`config.mk`:
```
export PLATFORM = sky130hd
export DESIGN_NAME = eprom_rd_ctrl
export DESIGN_NICKNAME = d
export VERILOG_FILES = /design/src/rtl/eprom_rd_pkg.sv /design/src/rtl/eprom_ce_decode.sv /design/src/rtl/eprom_rd_timer.sv /design/src/rtl/eprom_rd_ctrl.sv
export SDC_FILE = /design/constraint.sdc
export NUM_CORES = 1
export LEC_CHECK = 0
export BUFFER_PORTS_ARGS = -buffer_cell sky130_fd_sc_hd__buf_2
export CAP_MARGIN = 20
export CELL_PAD_IN_SITES_DETAIL_PLACEMENT = 0
export CELL_PAD_IN_SITES_GLOBAL_PLACEMENT = 1
export CORE_UTILIZATION = 32
export DETAILED_ROUTE_END_ITERATION = 10
export MAX_ROUTING_LAYER = met4
export PLACE_DENSITY = 0.85
export SYNTH_ARGS = -nofsm -noshare
export SYNTH_HDL_FRONTEND = slang
export SYNTH_HIERARCHICAL = 1
export SYNTH_SLANG_ARGS = --single-unit
export TNS_END_PERCENT = 30
```
`constraint.sdc`:
```
create_clock -name clk_i -period 1.3 [get_ports clk_i]
set_input_delay 0.065 -clock clk_i [delete_from_list [all_inputs] [get_ports clk_i]]
set_output_delay 0.065 -clock clk_i [all_outputs]
set_load 0.03 [all_outputs]
```
`src/rtl/eprom_rd_pkg.sv`:
```
package eprom_rd_pkg;

  typedef enum logic [1:0] {
    ST_IDLE   = 2'd0,
    ST_ACCESS = 2'd1,
    ST_FLOAT  = 2'd2
  } rd_state_e;

  function automatic int unsigned max2(int unsigned a, int unsigned b);
    return (a > b) ? a : b;
  endfunction

  function automatic int unsigned max3(int unsigned a, int unsigned b, int unsigned c);
    return max2(max2(a, b), c);
  endfunction

endpackage

```
`src/rtl/eprom_ce_decode.sv`:
```
module eprom_ce_decode #(
  parameter int unsigned N_DEV = 4,
  parameter int unsigned SEL_W = 2
) (
  input  logic             en_i,
  input  logic [SEL_W-1:0] sel_i,
  output logic [N_DEV-1:0] ce_no
);

  for (genvar g = 0; g < N_DEV; g++) begin : g_ce
    assign ce_no[g] = !(en_i && (sel_i == SEL_W'(g)));
  end

endmodule

```
`src/rtl/eprom_rd_timer.sv`:
```
module eprom_rd_timer #(
  parameter int unsigned CNT_W = 4
) (
  input  logic             clk_i,
  input  logic             rst_ni,
  input  logic             clear_i,
  output logic [CNT_W-1:0] count_o
);

  always_ff @(posedge clk_i or negedge rst_ni) begin
    if (!rst_ni)      count_o <= '0;
    else if (clear_i) count_o <= '0;
    else              count_o <= count_o + CNT_W'(1);
  end

endmodule

```
`src/rtl/eprom_rd_ctrl.sv`:
```
module eprom_rd_ctrl
  import eprom_rd_pkg::*;
#(
  parameter int unsigned N_DEV  = 4,
  parameter int unsigned DEV_AW = 15,
  parameter int unsigned DW     = 8,
  parameter int unsigned T_ACC  = 5,
  parameter int unsigned T_CE   = 4,
  parameter int unsigned T_OE   = 2,
  parameter int unsigned T_DF   = 3,
  localparam int unsigned SEL_W  = (N_DEV > 1) ? $clog2(N_DEV) : 1,
  localparam int unsigned ADDR_W = DEV_AW + SEL_W
) (
  input  logic              clk_i,
  input  logic              rst_ni,
  input  logic              req_valid_i,
  input  logic [ADDR_W-1:0] req_addr_i,
  output logic              req_ready_o,
  output logic [DEV_AW-1:0] mem_addr_o,
  output logic [N_DEV-1:0]  mem_ce_no,
  output logic              mem_oe_no,
  input  logic [DW-1:0]     mem_data_i,
  output logic              rsp_valid_o,
  output logic [DW-1:0]     rsp_data_o
);

  localparam int unsigned WAIT_RAW = max3(T_ACC, T_CE, T_OE);
  localparam int unsigned WAIT_CYC = (WAIT_RAW < 1) ? 1 : WAIT_RAW;
  localparam int unsigned OE_START = (T_OE >= WAIT_CYC) ? 0 : WAIT_CYC - T_OE;
  localparam int unsigned DF_LAST  = (T_DF > 0) ? T_DF - 1 : 0;
  localparam int unsigned CNT_W    = $clog2(max2(WAIT_CYC, T_DF) + 1);

  rd_state_e         state_q, state_d;
  logic [CNT_W-1:0]  cnt;
  logic [SEL_W-1:0]  dev_q;
  logic [DEV_AW-1:0] addr_q;
  logic              accept, last_acc, last_flt, timer_clr;

  assign accept   = req_valid_i && (state_q == ST_IDLE);
  assign last_acc = (state_q == ST_ACCESS) && (cnt == CNT_W'(WAIT_CYC - 1));
  assign last_flt = (state_q == ST_FLOAT) && (cnt == CNT_W'(DF_LAST));

  always_comb begin
    state_d = state_q;
    unique case (state_q)
      ST_IDLE:   if (accept) state_d = ST_ACCESS;
      ST_ACCESS: if (last_acc) state_d = (T_DF == 0) ? ST_IDLE : ST_FLOAT;
      ST_FLOAT:  if (last_flt) state_d = ST_IDLE;
      default:   state_d = ST_IDLE;
    endcase
  end

  always_ff @(posedge clk_i or negedge rst_ni) begin
    if (!rst_ni) state_q <= ST_IDLE;
    else         state_q <= state_d;
  end

  assign timer_clr = (state_q == ST_IDLE) || (state_d != state_q);

  eprom_rd_timer #(.CNT_W(CNT_W)) i_timer (
    .clk_i   (clk_i),
    .rst_ni  (rst_ni),
    .clear_i (timer_clr),
    .count_o (cnt)
  );

  always_ff @(posedge clk_i or negedge rst_ni) begin
    if (!rst_ni) begin
      dev_q  <= '0;
      addr_q <= '0;
    end else if (accept) begin
      dev_q  <= req_addr_i[ADDR_W-1:DEV_AW];
      addr_q <= req_addr_i[DEV_AW-1:0];
    end
  end

  eprom_ce_decode #(.N_DEV(N_DEV), .SEL_W(SEL_W)) i_decode (
    .en_i  (state_q == ST_ACCESS),
    .sel_i (dev_q),
    .ce_no (mem_ce_no)
  );

  // output enable held back so it falls T_OE cycles before capture
  assign mem_oe_no  = !((state_q == ST_ACCESS) && (cnt >= CNT_W'(OE_START)));
  assign mem_addr_o = addr_q;
  assign req_ready_o = (state_q == ST_IDLE);

  always_ff @(posedge clk_i or negedge rst_ni) begin
    if (!rst_ni) begin
      rsp_valid_o <= 1'b0;
      rsp_data_o  <= '0;
    end else begin
      rsp_valid_o <= last_acc;
      if (last_acc) rsp_data_o <= mem_data_i;
    end
  end

  assert_ce_onehot_R2: assert property (@(posedge clk_i) disable iff (!rst_ni)
    $onehot0(~mem_ce_no));

  assert_oe_needs_ce_R3: assert property (@(posedge clk_i) disable iff (!rst_ni)
    !mem_oe_no |-> (mem_ce_no != '1));

  assert_addr_stable_R4: assert property (@(posedge clk_i) disable iff (!rst_ni)
    (mem_ce_no != '1) |=> ((mem_ce_no == '1) || $stable(mem_addr_o)));

  assert_rsp_pulse_R6: assert property (@(posedge clk_i) disable iff (!rst_ni)
    rsp_valid_o |=> !rsp_valid_o);

  assert_busy_after_accept_R7: assert property (@(posedge clk_i) disable iff (!rst_ni)
    (req_valid_i && req_ready_o) |=> !req_ready_o);

  assert_float_released_R8: assert property (@(posedge clk_i) disable iff (!rst_ni)
    (state_q == ST_FLOAT) |-> ((mem_ce_no == '1) && mem_oe_no));

  assert_release_holds_R8: assert property (@(posedge clk_i) disable iff (!rst_ni)
    ($past(mem_ce_no) != '1 && mem_ce_no == '1 && T_DF > 0) |=> (mem_ce_no == '1));

endmodule

```
# After elaboration in Yosys (flattened, before gate mapping)
# Cells that the tools add are included.
# word_totals
elab_cells,37
ff_bits,31
out_inout_bits,30
input_bits,28
# op_classes
addsub,1
n_mux,5
n_eq_ne,8
reduce_logical,16
n_lt_le_gt_ge,1
# op_table
op,n
1-bit logical AND,8
2-bit == test (second input constant),3
2-bit 2-to-1 mux,3
2-bit one-hot mux with 3 select lines,1
1-bit zero test,5
2-bit by 1-bit == test with 1-bit output (second input constant),2
2-bit zero test,2
3-bit by 1-bit adder with 3-bit output (second input constant),1
3-bit by 2-bit == test with 1-bit output (second input constant),1
3-bit == test (second input constant),1
3-bit by 2-bit >= comparator with 1-bit output (second input constant),1
3-bit 2-to-1 mux,1
2-bit != test,1
1-bit logical OR,1

# Longest topological paths before layout
# logic_depth
ltp_word,7
ltp_mapped,5
ltp_nobuf,4

# Cells and area by module
# The synthesis kept the hierarchy.
# modules_own_cells
module,instances,area_each_um2,cells_per_inst,seq_area_each_um2
eprom_rd_ctrl,1,1141.1,74,700.7
eprom_rd_timer,1,110.1,8,75.1
eprom_ce_decode,1,28.8,4,0.0

# Least setup slack after synthesis
# OpenSTA, ideal clock, no wires.
# synth_timing
path_kind,reg-to-reg
startpoint,reg state_q[0]
endpoint,reg addr_q[1] (netlist: mem_addr_o[1])
synth_period_minus_slack_ns,1.737
t_arrival_ns,1.612
required_time_ns,1.175
path_stages_with_launch,6
setup_ns,0.125
n_path_buf,2
path_slack_ns,-0.437
path_cell_list,dfrtp_1 nor2_1 and2_1 buf_6 buf_6 mux2_4
# synth_between
elab_chain_cells,2
# synth_lines
item,line,source
"start, declared",eprom_rd_ctrl.sv:33,"rd_state_e state_q, state_d;"
"start signal, assigned",eprom_rd_ctrl.sv:55,else state_q <= state_d;
2-bit zero test,n/a,
via req_ready_o,eprom_rd_ctrl.sv:18,"output logic req_ready_o,"
1-bit logical AND,eprom_rd_ctrl.sv:39,assign accept = req_valid_i && (state_q == ST_IDLE);
"end signal, assigned",eprom_rd_ctrl.sv:73,addr_q <= req_addr_i[DEV_AW-1:0];
"end, declared",eprom_rd_ctrl.sv:36,logic [DEV_AW-1:0] addr_q;
# The timed path passes the listed nets, and every way through them passes these cells.
# A chain may end at the register's enable or synchronous reset.

# Final worst setup path
# layout_timing
startpoint,reg state_q[1]
endpoint,out mem_ce_no[0]
# layout_between
elab_chain_cells,3
# layout_lines
item,line,source
2-bit by 1-bit == test with 1-bit output,eprom_rd_ctrl.sv:78,".en_i (state_q == ST_ACCESS),"
1-bit logical AND,eprom_ce_decode.sv:11,assign ce_no[g] = !(en_i && (sel_i == SEL_W'(g)));
1-bit zero test,eprom_ce_decode.sv:11,
"end, declared",eprom_rd_ctrl.sv:20,"output logic [N_DEV-1:0] mem_ce_no,"
# Every way passes these cells.

==> out/summary.txt <==
commonest non-fill, non-tap cell in the layout: buf_2
net switching power: 0.00229 W
final wirelength: 2920 um
DRC errors left: 0
Vias/cell: 4.55
Final Max Tran Viols: 0
grt ovf: 0
drt first pass iters: 4
sequential power share: 31.8%
delay-heaviest family, CP: simple AND/OR/NAND/NOR gates
clk slew on worst S/H paths: 0.06 ns
most frequent cells in the layout: buf_2, dfrtp_1, mux2_4, mux2_2, buf_6
kind of critical path: flop to primary output
worst endpoint required time: 1.24 ns
Critical Path Stages: 3
final setup fails: 29
Final #Nets: 189
max cap viols: 0
Cell variety after synth: 22
largest net degree at the start of global routing: 32
cells after synthesis: 86
status: finished with violations
Mapped Area: 1280 um^2
CTS Sinks: 31
Port Buffers: 57
Max Freq: 687 MHz
slowest stage delay, CP: 0.45 ns
Initial Util: 34.2%
VDD IR max: 1000 uV
Avg WL per Cell: 14.0 um
CTS tree: done
Die W: 65.2 um
synth warn: 6
# fillers: 340
Core Footprint: 3740 um^2
vias in the first global route: 1038
skew final: 0.00460 ns
Final Hold Fails: 0
Final Cell Area: 1900 um^2
Cell Pwr Density: 2890 nW/um^2
reg2reg setup slack: -0.07 ns
Critical Path Source: state_q[1]
final std cells w/o fill: 208
CTS Root Cell: clkbuf_8
# rows: 22
worst reg2reg path depth: 5
internal power: 0.00321 W
register area share after synthesis: 60.6%
Yosys top cell area share: 60.6%
HP Class: primary input to flop
number of buffers created by CTS: 5
Buf+Inv Stages, Crit Path: 1
Synth Register Bits: 31
CP Capture Type: primary output
Sw Ratio: 41.6%
Logic pwr share: 54.4%
Least-Margin Pin Slew: 0.667 ns
io pins: 58
RR Startpoint: state_q[0]
hold path start: mem_data_i[7]
worst path cell trace: nor2b_4, or3b_1, buf_6
Worst Setup EP: mem_ce_no[0]
clock share of power: 13.8%
area delta synth->final: 48.8%
violated checks: setup timing
relative slew slack: 55.6%
slowest cell on the critical path: dfrtp_2
Critical Path Start Type: flop
top cells by area, synth: dfrtp_1, mux2_2, mux2_4
RSZ-0062 raised after global routing: yes
placed inst area: 1680 um^2
worst hold stages: 2
DRT iter0 DRCs: 8
Leak: 0.965 nW
fin crit share: 112%
H-tree depth: 2
CTS Buffer Depth: 2
ANT cells: 0
Synth Net Count: 115
first-pass GRT wire length: 4850 um
GRT Total Usage: 16.1%
worst r2r dst: mem_addr_o[12]
die area: 4260 um^2
Final WS setup: -0.156 ns
CP max FO: 3
post-detail-place hpwl: 2010 um
dpl cells: 197
Multi-input gate area: 527 um^2
Yosys top cell by area: dfrtp_1
layout cells sized above 1: 66.9%
FF/Latch Area: 777 um^2
initial antenna violation count: 0
RePlAce Congestion: 0.739
antenna violation net count after detailed routing: 0
Avg Cell Area, Syn: 14.9 um^2
via count: 947
critical path arrival: 1.39 ns
clk_lat worst skew: 0.28 ns
fin crit period: 1.46 ns
die height: 65.2 um
==> power by group through the flow <==
stage	clock, W	sequential (W)	combinational [W]
global placement	0	0.00169	0.00258
floorplan	0	0.00247	0.00110
global route	0.000842	0.00181	0.00318
CTS	0.000785	0.00174	0.00305
finish	0.000762	0.00175	0.00299
detailed placement	0	0.00175	0.00265
==> final cells by class <==
class,instances,share of cell area [%]
flip-flops and latches,31,40.8
repair buffers,69,23.2
inverters,3,0.591
multi-input cells,50,27.7
clock buffers,6,4.34
clock inverters,1,0.263
well taps,48,3.15
==> worst register-to-register path: stages, from the launching register on <==
cell and delay [ns]:
dfrtp_1 0.40, buf_6 0.13, nor2_4 0.07, and2_4 0.20
buf_8 0.15, mux2_4 0.31
==> sequential cells by signal, indices dropped and copies added (netlist names) <==
| register | count |
|---|---|
| state_q | 2 |
| i_timer/count_o | 3 |
| rsp_data_o | 8 |
| mem_addr_o | 15 |
| rsp_valid_o | 1 |
| dev_q | 2 |
==> worst min path at each step <==
stage                           endpoint  slack [ns]
after floorplan                 dev_q[0]       -0.23
after global placement    mem_addr_o[14]        0.12
after detailed placement  mem_addr_o[10]        0.14
after CTS                  rsp_data_o[6]       0.007
after global routing       rsp_data_o[1]       0.003
final                      rsp_data_o[7]        0.01
==> layer usage <==
metal / track usage [%] / part of all wire, % / vias up / wire (um)
li1: - / - / 439 / -
met1: 16.3 / 39 / 458 / 1140
met2: 29.1 / 53 / 47 / 1560
met3: 4.86 / 6.4 / 3 / 188
met4: 5.71 / 1.1 / 0 / 33
met5: - / 0 / - / 0
==> synthesized netlist by cell type (all sizes together) <==
library cell and number:
a21o 1, a21oi 2, and2 1, and2b 1, buf 2, dfrtp 31
ha 1, inv 3, mux2 25, nand2 2, nand3 1, nand3b 2
nor2 4, nor2b 3, nor3b 1, o21ai 2, or2 1, or3 1
or3b 1, xnor2 1
==> through the flow <==
stage | total power [W] | hold slack [ns] | setup WS, ns | TNS (ns) | util (%)
after detailed placement | 0.00440 | 0.142 | -0.0773 | -1.04 | 45.0
after floorplan | 0.00356 | -0.231 | -0.188 | -2.26 | -
after global routing | 0.00582 | 0.00337 | -0.206 | -2.96 | 50.9
after CTS | 0.00557 | 0.00681 | -0.158 | -1.77 | 51.2
after global placement | 0.00428 | 0.125 | -0.00582 | -0.0438 | 45.0
final | 0.00550 | 0.0126 | -0.156 | -1.32 | 50.9
==> logic make-up after synthesis <==
logic type / after synthesis / synth area share (%)
buf+inv: 5 / 2.64
mux: 25 / 24.6
xor+xnor: 1 / 0.684
fa+ha+maj: 1 / 0.977
flops: 31 / 60.6
simple gates: 18 / 8.31
compound gates: 5 / 2.15
==> timing repair <==
| action | in CTS | in global routing |
|---|---|---|
| hold buffers | 1 | 0 |
| endpoints found under the setup margin | 30 | 34 |
| pin swaps | 1 | 2 |
| resized for setup | 24 | 5 |
| cloned | 1 | 0 |
| buffers inserted | 4 | 0 |
| endpoints found under the hold margin | 31 | 0 |
Note: power is estimated with default switching activity, not from simulation.
